### src/rtl/fxu_mul_pkg.sv
package fxu_mul_pkg;

  typedef enum logic [3:0] {
    OP_MULLD   = 4'd0,
    OP_MULHD   = 4'd1,
    OP_MULHDU  = 4'd2,
    OP_MULLW   = 4'd3,
    OP_MULHW   = 4'd4,
    OP_MULHWU  = 4'd5,
    OP_MULI    = 4'd6,
    OP_MADDHD  = 4'd7,
    OP_MADDHDU = 4'd8,
    OP_MADDLD  = 4'd9
  } mul_op_e;

  typedef enum logic [1:0] {
    ST_IDLE = 2'd0,
    ST_RUN  = 2'd1,
    ST_FIN  = 2'd2
  } mul_st_e;

  function automatic logic op_is_word(mul_op_e op);
    return (op == OP_MULLW) || (op == OP_MULHW) || (op == OP_MULHWU);
  endfunction

  function automatic logic op_is_unsigned(mul_op_e op);
    return (op == OP_MULHDU) || (op == OP_MULHWU) || (op == OP_MADDHDU);
  endfunction

  function automatic logic op_is_madd(mul_op_e op);
    return (op == OP_MADDHD) || (op == OP_MADDHDU) || (op == OP_MADDLD);
  endfunction

  function automatic logic op_can_ovf(mul_op_e op);
    return (op == OP_MULLD) || (op == OP_MULLW);
  endfunction

  function automatic logic op_can_rec(mul_op_e op);
    return (op == OP_MULLD) || (op == OP_MULHD) || (op == OP_MULHDU) ||
           (op == OP_MULLW) || (op == OP_MULHW) || (op == OP_MULHWU);
  endfunction

endpackage

### src/rtl/fxu_mul_prep.sv
module fxu_mul_prep
  import fxu_mul_pkg::*;
#(
  parameter int unsigned XLEN  = 64,
  parameter int unsigned IMM_W = 16
) (
  input  mul_op_e             op,
  input  logic [XLEN-1:0]     src_a,
  input  logic [XLEN-1:0]     src_b,
  input  logic [XLEN-1:0]     src_c,
  input  logic [IMM_W-1:0]    imm,
  output logic [XLEN-1:0]     mag_a,
  output logic [XLEN-1:0]     mag_b,
  output logic                neg,
  output logic [2*XLEN-1:0]   addend
);
  localparam int unsigned HW = XLEN / 2;

  // Widen a half-width value, by sign or by zero.
  function automatic logic [XLEN-1:0] widen_half(logic [HW-1:0] x, logic sgn);
    return {{HW{sgn & x[HW-1]}}, x};
  endfunction

  // Absolute value when the operand is treated as signed.
  function automatic logic [XLEN-1:0] magnitude(logic [XLEN-1:0] x, logic sgn);
    return (sgn && x[XLEN-1]) ? (~x + 1'b1) : x;
  endfunction

  logic            is_uns;
  logic            is_word;
  logic [XLEN-1:0] ext_a;
  logic [XLEN-1:0] ext_b;

  always_comb begin
    is_uns  = op_is_unsigned(op);
    is_word = op_is_word(op);
    ext_a   = is_word ? widen_half(src_a[HW-1:0], !is_uns) : src_a;
    if (op == OP_MULI)
      ext_b = {{(XLEN-IMM_W){imm[IMM_W-1]}}, imm};
    else if (is_word)
      ext_b = widen_half(src_b[HW-1:0], !is_uns);
    else
      ext_b = src_b;
    neg    = !is_uns && (ext_a[XLEN-1] ^ ext_b[XLEN-1]);
    mag_a  = magnitude(ext_a, !is_uns);
    mag_b  = magnitude(ext_b, !is_uns);
    addend = op_is_madd(op) ? {{XLEN{!is_uns & src_c[XLEN-1]}}, src_c} : '0;
  end

endmodule

### src/rtl/fxu_mul_core.sv
module fxu_mul_core #(
  parameter int unsigned XLEN = 64,
  parameter int unsigned STEP = 2
) (
  input  logic              clk,
  input  logic              rst_n,
  input  logic              load,
  input  logic              step_en,
  input  logic [XLEN-1:0]   mag_a,
  input  logic [XLEN-1:0]   mag_b,
  output logic [2*XLEN-1:0] prod
);
  localparam int unsigned PW = 2 * XLEN;

  logic [PW-1:0]   acc;
  logic [PW-1:0]   mcand;
  logic [XLEN-1:0] mplier;
  logic [PW-1:0]   acc_nxt;

  // Add the partial products for the STEP multiplier bits of this cycle.
  always_comb begin
    acc_nxt = acc;
    for (int j = 0; j < STEP; j++) begin
      if (mplier[j]) acc_nxt = acc_nxt + (mcand << j);
    end
  end

  always_ff @(posedge clk or negedge rst_n) begin
    if (!rst_n) begin
      acc    <= '0;
      mcand  <= '0;
      mplier <= '0;
    end else if (load) begin
      acc    <= '0;
      mcand  <= {{XLEN{1'b0}}, mag_a};
      mplier <= mag_b;
    end else if (step_en) begin
      acc    <= acc_nxt;
      mcand  <= mcand << STEP;
      mplier <= mplier >> STEP;
    end
  end

  assign prod = acc;

endmodule

### src/rtl/fxu_mul_select.sv
module fxu_mul_select
  import fxu_mul_pkg::*;
#(
  parameter int unsigned XLEN = 64
) (
  input  mul_op_e             op,
  input  logic [2*XLEN-1:0]   prod_mag,
  input  logic                neg,
  input  logic [2*XLEN-1:0]   addend,
  input  logic                oe,
  input  logic                rec,
  input  logic                so_in,
  output logic [XLEN-1:0]     res,
  output logic                ov_wr,
  output logic                ov,
  output logic                cr0_wr,
  output logic [3:0]          cr0
);
  localparam int unsigned HW = XLEN / 2;
  localparam int unsigned PW = 2 * XLEN;

  function automatic logic [PW-1:0] apply_sign(logic [PW-1:0] m, logic n);
    return n ? (~m + 1'b1) : m;
  endfunction

  // True when a field mixes zeros and ones.
  function automatic logic mixed_dw(logic [XLEN:0] x);
    return (|x) && !(&x);
  endfunction

  function automatic logic mixed_w(logic [HW:0] x);
    return (|x) && !(&x);
  endfunction

  logic [PW-1:0] full;
  logic          ovf;

  always_comb begin
    full = apply_sign(prod_mag, neg) + addend;
    unique case (op)
      OP_MULHD, OP_MULHDU, OP_MADDHD, OP_MADDHDU: res = full[PW-1:XLEN];
      OP_MULHW, OP_MULHWU: res = {full[XLEN-1:HW], full[XLEN-1:HW]};
      default: res = full[XLEN-1:0];
    endcase
    ovf    = (op == OP_MULLW) ? mixed_w(full[XLEN-1:HW-1]) : mixed_dw(full[PW-1:XLEN-1]);
    ov_wr  = oe && op_can_ovf(op);
    ov     = ov_wr && ovf;
    cr0_wr = rec && op_can_rec(op);
    cr0    = {res[XLEN-1], !res[XLEN-1] && (|res), ~|res, so_in | ov};
  end

endmodule

### src/rtl/fxu_mul_unit.sv
module fxu_mul_unit
  import fxu_mul_pkg::*;
#(
  parameter int unsigned XLEN  = 64,
  parameter int unsigned STEP  = 2,
  parameter int unsigned IMM_W = 16
) (
  input  logic              clk,
  input  logic              rst_n,
  input  logic              start,
  input  logic [3:0]        op,
  input  logic              oe,
  input  logic              rec,
  input  logic              so_in,
  input  logic [XLEN-1:0]   src_a,
  input  logic [XLEN-1:0]   src_b,
  input  logic [XLEN-1:0]   src_c,
  input  logic [IMM_W-1:0]  imm,
  output logic              busy,
  output logic              done,
  output logic [XLEN-1:0]   result,
  output logic              ov_wr,
  output logic              ov,
  output logic              cr0_wr,
  output logic [3:0]        cr0
);
  localparam int unsigned PW   = 2 * XLEN;
  localparam int unsigned ITER = XLEN / STEP;
  localparam int unsigned CW   = $clog2(ITER + 1);

  mul_st_e         state;
  logic [CW-1:0]   cnt;
  mul_op_e         op_q;
  logic            oe_q, rec_q, so_q, neg_q;
  logic [PW-1:0]   addend_q;

  // Named internal events
  logic accept, last_step, finish;
  assign accept    = start && (state == ST_IDLE);
  assign last_step = (state == ST_RUN) && (cnt == CW'(ITER - 1));
  assign finish    = (state == ST_FIN);

  logic [XLEN-1:0] mag_a, mag_b;
  logic            neg_w;
  logic [PW-1:0]   addend_w;
  logic [PW-1:0]   prod;
  logic [XLEN-1:0] res_w;
  logic            ov_wr_w, ov_w, cr0_wr_w;
  logic [3:0]      cr0_w;

  fxu_mul_prep #(.XLEN(XLEN), .IMM_W(IMM_W)) u_prep (
    .op(mul_op_e'(op)), .src_a(src_a), .src_b(src_b), .src_c(src_c), .imm(imm),
    .mag_a(mag_a), .mag_b(mag_b), .neg(neg_w), .addend(addend_w)
  );

  fxu_mul_core #(.XLEN(XLEN), .STEP(STEP)) u_core (
    .clk(clk), .rst_n(rst_n), .load(accept), .step_en(state == ST_RUN),
    .mag_a(mag_a), .mag_b(mag_b), .prod(prod)
  );

  fxu_mul_select #(.XLEN(XLEN)) u_sel (
    .op(op_q), .prod_mag(prod), .neg(neg_q), .addend(addend_q),
    .oe(oe_q), .rec(rec_q), .so_in(so_q),
    .res(res_w), .ov_wr(ov_wr_w), .ov(ov_w), .cr0_wr(cr0_wr_w), .cr0(cr0_w)
  );

  always_ff @(posedge clk or negedge rst_n) begin
    if (!rst_n) begin
      state    <= ST_IDLE;
      cnt      <= '0;
      op_q     <= OP_MULLD;
      oe_q     <= 1'b0;
      rec_q    <= 1'b0;
      so_q     <= 1'b0;
      neg_q    <= 1'b0;
      addend_q <= '0;
      done     <= 1'b0;
      result   <= '0;
      ov_wr    <= 1'b0;
      ov       <= 1'b0;
      cr0_wr   <= 1'b0;
      cr0      <= '0;
    end else begin
      done <= 1'b0;
      unique case (state)
        ST_IDLE: if (accept) begin
          state    <= ST_RUN;
          cnt      <= '0;
          op_q     <= mul_op_e'(op);
          oe_q     <= oe;
          rec_q    <= rec;
          so_q     <= so_in;
          neg_q    <= neg_w;
          addend_q <= addend_w;
        end
        ST_RUN: begin
          cnt <= cnt + 1'b1;
          if (last_step) state <= ST_FIN;
        end
        ST_FIN: begin
          state  <= ST_IDLE;
          done   <= 1'b1;
          result <= res_w;
          ov_wr  <= ov_wr_w;
          ov     <= ov_w;
          cr0_wr <= cr0_wr_w;
          cr0    <= cr0_w;
        end
        default: state <= ST_IDLE;
      endcase
    end
  end

  assign busy = (state != ST_IDLE);

endmodule

### config.mk
export PLATFORM = sky130hd
export DESIGN_NAME = fxu_mul_unit
export DESIGN_NICKNAME = d
export VERILOG_FILES = /design/src/rtl/fxu_mul_pkg.sv /design/src/rtl/fxu_mul_prep.sv /design/src/rtl/fxu_mul_core.sv /design/src/rtl/fxu_mul_select.sv /design/src/rtl/fxu_mul_unit.sv
export SDC_FILE = /design/constraint.sdc
export NUM_CORES = 2
export LEC_CHECK = 0
export BUFFER_PORTS_ARGS = -buffer_cell sky130_fd_sc_hd__buf_2
export CELL_PAD_IN_SITES_DETAIL_PLACEMENT = 0
export CELL_PAD_IN_SITES_GLOBAL_PLACEMENT = 2
export CORE_MARGIN = 3
export CORE_UTILIZATION = 37
export DETAILED_ROUTE_END_ITERATION = 8
export GPL_TIMING_DRIVEN = 0
export PLACE_DENSITY_LB_ADDON = 0.1
export SETUP_SLACK_MARGIN = 0.1
export SLEW_MARGIN = 20
export SYNTH_ARGS = -nofsm -noshare
export SYNTH_HDL_FRONTEND = slang
export SYNTH_SLANG_ARGS = --single-unit
### constraint.sdc
create_clock -name clk -period 10.9 [get_ports clk]
set_input_delay 2.18 -clock clk [delete_from_list [all_inputs] [get_ports clk]]
set_output_delay 2.18 -clock clk [all_outputs]
set_load 0.05 [all_outputs]
==> metrics.txt <==
# TYPE chip_impl_metric gauge
chip_impl_metric{name="cts.sink_count",unit=""} 472
chip_impl_metric{name="grt_antenna_before_repair",unit=""} 28
chip_impl_metric{name="detail_route.iter0.violations",unit=""} 6024
chip_impl_metric{name="synthesis.area_per_instance",unit="sq um"} 7.31
chip_impl_metric{name="fp.dieW",unit="um"} 389
chip_impl_info{name="criticalPathCategory",value="flip-flop to flip-flop"} 1
chip_impl_metric{name="drcViolationCount",unit=""} 0
chip_impl_metric{name="clock.fmax",unit="MHz"} 94.4
chip_impl_info{name="final_common_cell",value="sky130_fd_sc_hd__nand2_1"} 1
chip_impl_metric{name="core_region_area",unit="sq um"} 146000
chip_impl_metric{name="clk_transition_reported_paths",unit="ns"} 0.06
chip_impl_metric{name="min_delay_path_depth",unit=""} 2
chip_impl_metric{name="worstPathArrival",unit="ns"} 11.14
chip_impl_metric{name="synthSimpleGateAreaFrac",unit="%"} 22.9
chip_impl_metric{name="final.setup_skew",unit="ns"} 0.0433
chip_impl_info{name="critPathLaunchType",value="flip-flop"} 1
chip_impl_info{name="most_area_consuming_cells_after_synthesis",value="sky130_fd_sc_hd__dfrtp_1 (22%), sky130_fd_sc_hd__ha_1 (8.9%), sky130_fd_sc_hd__nand2_1 (7.9%)"} 1
chip_impl_info{name="uppermost_metal_layer_occupied_by_signal_nets",value="met5"} 1
chip_impl_metric{name="fin_crit",unit="ns"} 10.59
chip_impl_info{name="layout.cells.most_common_list",value="sky130_fd_sc_hd__nand2_1 (1149), sky130_fd_sc_hd__a21oi_1 (740), sky130_fd_sc_hd__o21ai_0 (639)"} 1
chip_impl_metric{name="synth_edf_count",unit=""} 0
chip_impl_metric{name="clockBufferDepth",unit=""} 3
chip_impl_metric{name="reg2reg_setup_slack",unit="ns"} 0.31
chip_impl_metric{name="grt_max_degree",unit=""} 94
chip_impl_metric{name="detail_route.first_pass.iterations",unit=""} 6
chip_impl_metric{name="detailroute.wirelength.met3",unit="mm"} 21.3
chip_impl_info{name="critPathMostFrequentCell",value="sky130_fd_sc_hd__nor2_1"} 1
chip_impl_metric{name="number_of_cell_rows",unit=""} 140
chip_impl_metric{name="area_added_between_synthesis_and_finish",unit="%"} 12.2
chip_impl_metric{name="drt-wirelength-per-cell",unit="um"} 29.3
chip_impl_metric{name="synth-seq-cells",unit=""} 472
chip_impl_metric{name="yosys-mux-area-fraction",unit="%"} 3.64
chip_impl_metric{name="ioPinCount",unit=""} 291
chip_impl_metric{name="synth-adder-area-share",unit="%"} 8.99
chip_impl_metric{name="yosys_warnings",unit=""} 0
chip_impl_metric{name="wirelength_met1",unit="mm"} 123
chip_impl_info{name="setup.worst_path.end_class",value="flip-flop"} 1
chip_impl_metric{name="post_drt_via_cell_ratio",unit=""} 6.26
chip_impl_metric{name="finalWorstSetupSlack",unit="ns"} 0.311
chip_impl_metric{name="die_area",unit="sq um"} 152000
chip_impl_info{name="cpMaxStageDelayCell",value="sky130_fd_sc_hd__o311ai_0"} 1
chip_impl_metric{name="synthesized_area_fraction_occupied_by_xor_and_xnor_cells",unit="%"} 9.48
chip_impl_metric{name="drv.max_cap_violation_count",unit=""} 0
chip_impl_metric{name="drt-total-wl",unit="mm"} 287
chip_impl_metric{name="cts_inserted_buffers",unit=""} 67
chip_impl_metric{name="worst_slew_pin_slew",unit="ns"} 1.30
chip_impl_metric{name="start_util",unit="%"} 37.3
chip_impl_metric{name="hold_violations",unit=""} 0
chip_impl_metric{name="timing.critical_path.buf_inv",unit=""} 1
chip_impl_metric{name="layout_cells_sized_above_1",unit="%"} 8.41
chip_impl_metric{name="finalWeightedCongestion",unit=""} 1.02
chip_impl_metric{name="grt_pass1_wl",unit="mm"} 411
chip_impl_metric{name="cts.repair_timing.setup_buffer_count",unit=""} 0
chip_impl_info{name="status",value="finished clean"} 1
chip_impl_metric{name="antenna_violating_nets_post_route",unit=""} 0
chip_impl_metric{name="timing.critical_path.required",unit="ns"} 11.45
chip_impl_metric{name="cts.htree.levels",unit=""} 3
chip_impl_info{name="yosys.area.top_type",value="sky130_fd_sc_hd__dfrtp_1"} 1
chip_impl_metric{name="finish.net_count",unit=""} 8424
chip_impl_info{name="cts.root.buffer_cell",value="sky130_fd_sc_hd__clkbuf_16"} 1
chip_impl_metric{name="die_height",unit="um"} 389
chip_impl_metric{name="grt-ovfl-total",unit=""} 0
chip_impl_info{name="tritoncts_clock_tree",value="built"} 1
chip_impl_metric{name="ff2ff_path_depth",unit=""} 32
chip_impl_metric{name="global_route.usage.total",unit="%"} 36.5
chip_impl_metric{name="synth_instances",unit=""} 7445
chip_impl_metric{name="dpl.hpwl",unit="mm"} 237
chip_impl_metric{name="critPathMaxStageDelay",unit="ns"} 1.20
chip_impl_metric{name="synth_largest_type_area_fraction",unit="%"} 21.7
chip_impl_metric{name="period_share",unit="%"} 97.1
chip_impl_metric{name="crit_fanout",unit=""} 9
chip_impl_info{name="synth_top_family_by_area",value="compound AO/OA/AOI/OAI gates"} 1
chip_impl_info{name="worst_hold_path_type",value="flip-flop to flip-flop"} 1
chip_impl_metric{name="synth_compound_gate_area_share",unit="%"} 29.2
chip_impl_metric{name="setup_viol",unit=""} 0
chip_impl_metric{name="ys_types",unit=""} 97
chip_impl_info{name="dominantRegCellSynth",value="sky130_fd_sc_hd__dfrtp_1"} 1
chip_impl_info{name="grt_setup_unrepaired",value="false"} 1
chip_impl_metric{name="detailroute.wirelength.met2",unit="mm"} 126
chip_impl_metric{name="clock_insertion_delay_worst_skew",unit="ns"} 0.68
chip_impl_metric{name="first_global_vias",unit=""} 58700
chip_impl_metric{name="via_count",unit=""} 61300
chip_impl_metric{name="place_worst_setup_slack",unit="ns"} 0.187
chip_impl_metric{name="worstSetupPathDepth",unit=""} 32
chip_impl_metric{name="drv_slew",unit=""} 0
chip_impl_metric{name="relSlewSlack",unit="%"} 13.0
chip_impl_metric{name="port_buffers",unit=""} 287
chip_impl_metric{name="mappedNetlistNets",unit=""} 8052
chip_impl_metric{name="async_flop_share",unit="%"} 100
chip_impl_metric{name="synth-seq-area-share",unit="%"} 21.7
chip_impl_info{name="critical-path-top-delay-family",value="compound AO/OA/AOI/OAI gates"} 1
chip_impl_metric{name="synthesized_cell_area",unit="sq um"} 54400
## logic make-up after synthesis
family	Yosys count
and+or+nand+nor	2691
xor gates and xnor gates	588
muxes	183
DFF	472
adders and majority gates	389
buffers and inverters	582
AOI/OAI and AO/OA	2540
## Yosys cell counts (125+ instances only)
library cell	instances
sky130_fd_sc_hd__nand2_1	1149
sky130_fd_sc_hd__a21oi_1	740
sky130_fd_sc_hd__o21ai_0	642
sky130_fd_sc_hd__nor2_1	573
sky130_fd_sc_hd__dfrtp_1	472
sky130_fd_sc_hd__clkbuf_1	414
sky130_fd_sc_hd__xnor2_1	389
sky130_fd_sc_hd__ha_1	386
sky130_fd_sc_hd__a21o_1	205
sky130_fd_sc_hd__xor2_1	198
sky130_fd_sc_hd__nand4_1	192
sky130_fd_sc_hd__a31oi_1	183
sky130_fd_sc_hd__nor3_1	149
sky130_fd_sc_hd__inv_1	125
## final timing paths
check                                               end                   startpoint
max                        u_core.prod[126]$_DFFE_PN0P_  u_core.mcand[3]$_DFFE_PN0P_
min                               result[4]$_DFFE_PN0P_        result[4]$_DFFE_PN0P_
max reg2reg                u_core.prod[126]$_DFFE_PN0P_  u_core.mcand[3]$_DFFE_PN0P_
min reg2reg                       result[4]$_DFFE_PN0P_        result[4]$_DFFE_PN0P_
max in group asynchronous   u_core.prod[90]$_DFFE_PN0P_                        rst_n
min in group asynchronous         result[6]$_DFFE_PN0P_                        rst_n
## sequential cells by signal, indices dropped and copies added (netlist names), 2 cells and up
register       count
op_q               4
cr0                3
cnt                6
u_core.mplier     64
u_core.mcand     128
result            64
state              2
u_core.prod      128
addend_q          65
## per-layer routing
metal | global-route usage (%) | vias to the layer above
met3 | 5.74 | 550
met1 | 48.1 | 29900
met5 | 0 | -
met2 | 57.7 | 2618
met4 | 18.6 | 6
li1 | - | 28200
## area by class of cell
type / instances / area [sq um]
inverters: 126 / 473
clock inverters: 31 / 375
repair buffers: 303 / 1760
plain buffers: 456 / 1760
diodes: 13 / 32.5
flip-flops and latches: 472 / 11800
multi-input cells: 6391 / 40500
clock buffers: 84 / 1860
fillers: 15500 / 84900
well taps: 1917 / 2400
## tightest hold or removal path, delay by kind of cell (launching register included)
| kind | cells | cell delay [ns] |
|---|---|---|
| AO/OA/AOI/OAI | 1 | 0.06 |
| flip-flops | 1 | 0.33 |
| AND/OR/NAND/NOR | 1 | 0.05 |
## metrics by stage
stage               setup TNS, ns  cell area, sq um  util, %  hold slack (ns)  std cells
floorplan                       0             54400        -            0.445       7445
finish                          0             61000     41.8            0.475       9793
global route                    0             61000     41.8            0.506       9789
detailed placement              0             58700     40.2            0.461       9665
global placement         -1290.42             58200     39.9            0.453       9649
CTS                             0             60900     41.7            0.479       9780
## timing repair
item | in CTS | in global routing
endpoints found under the setup margin | 0 | 4
hold buffers | 0 | 0
resized for setup | 0 | 12
endpoints found under the hold margin | 0 | 0
Power is not shown: default switching activity piles up to over one toggle a cycle in this logic, so the estimate is an artifact.
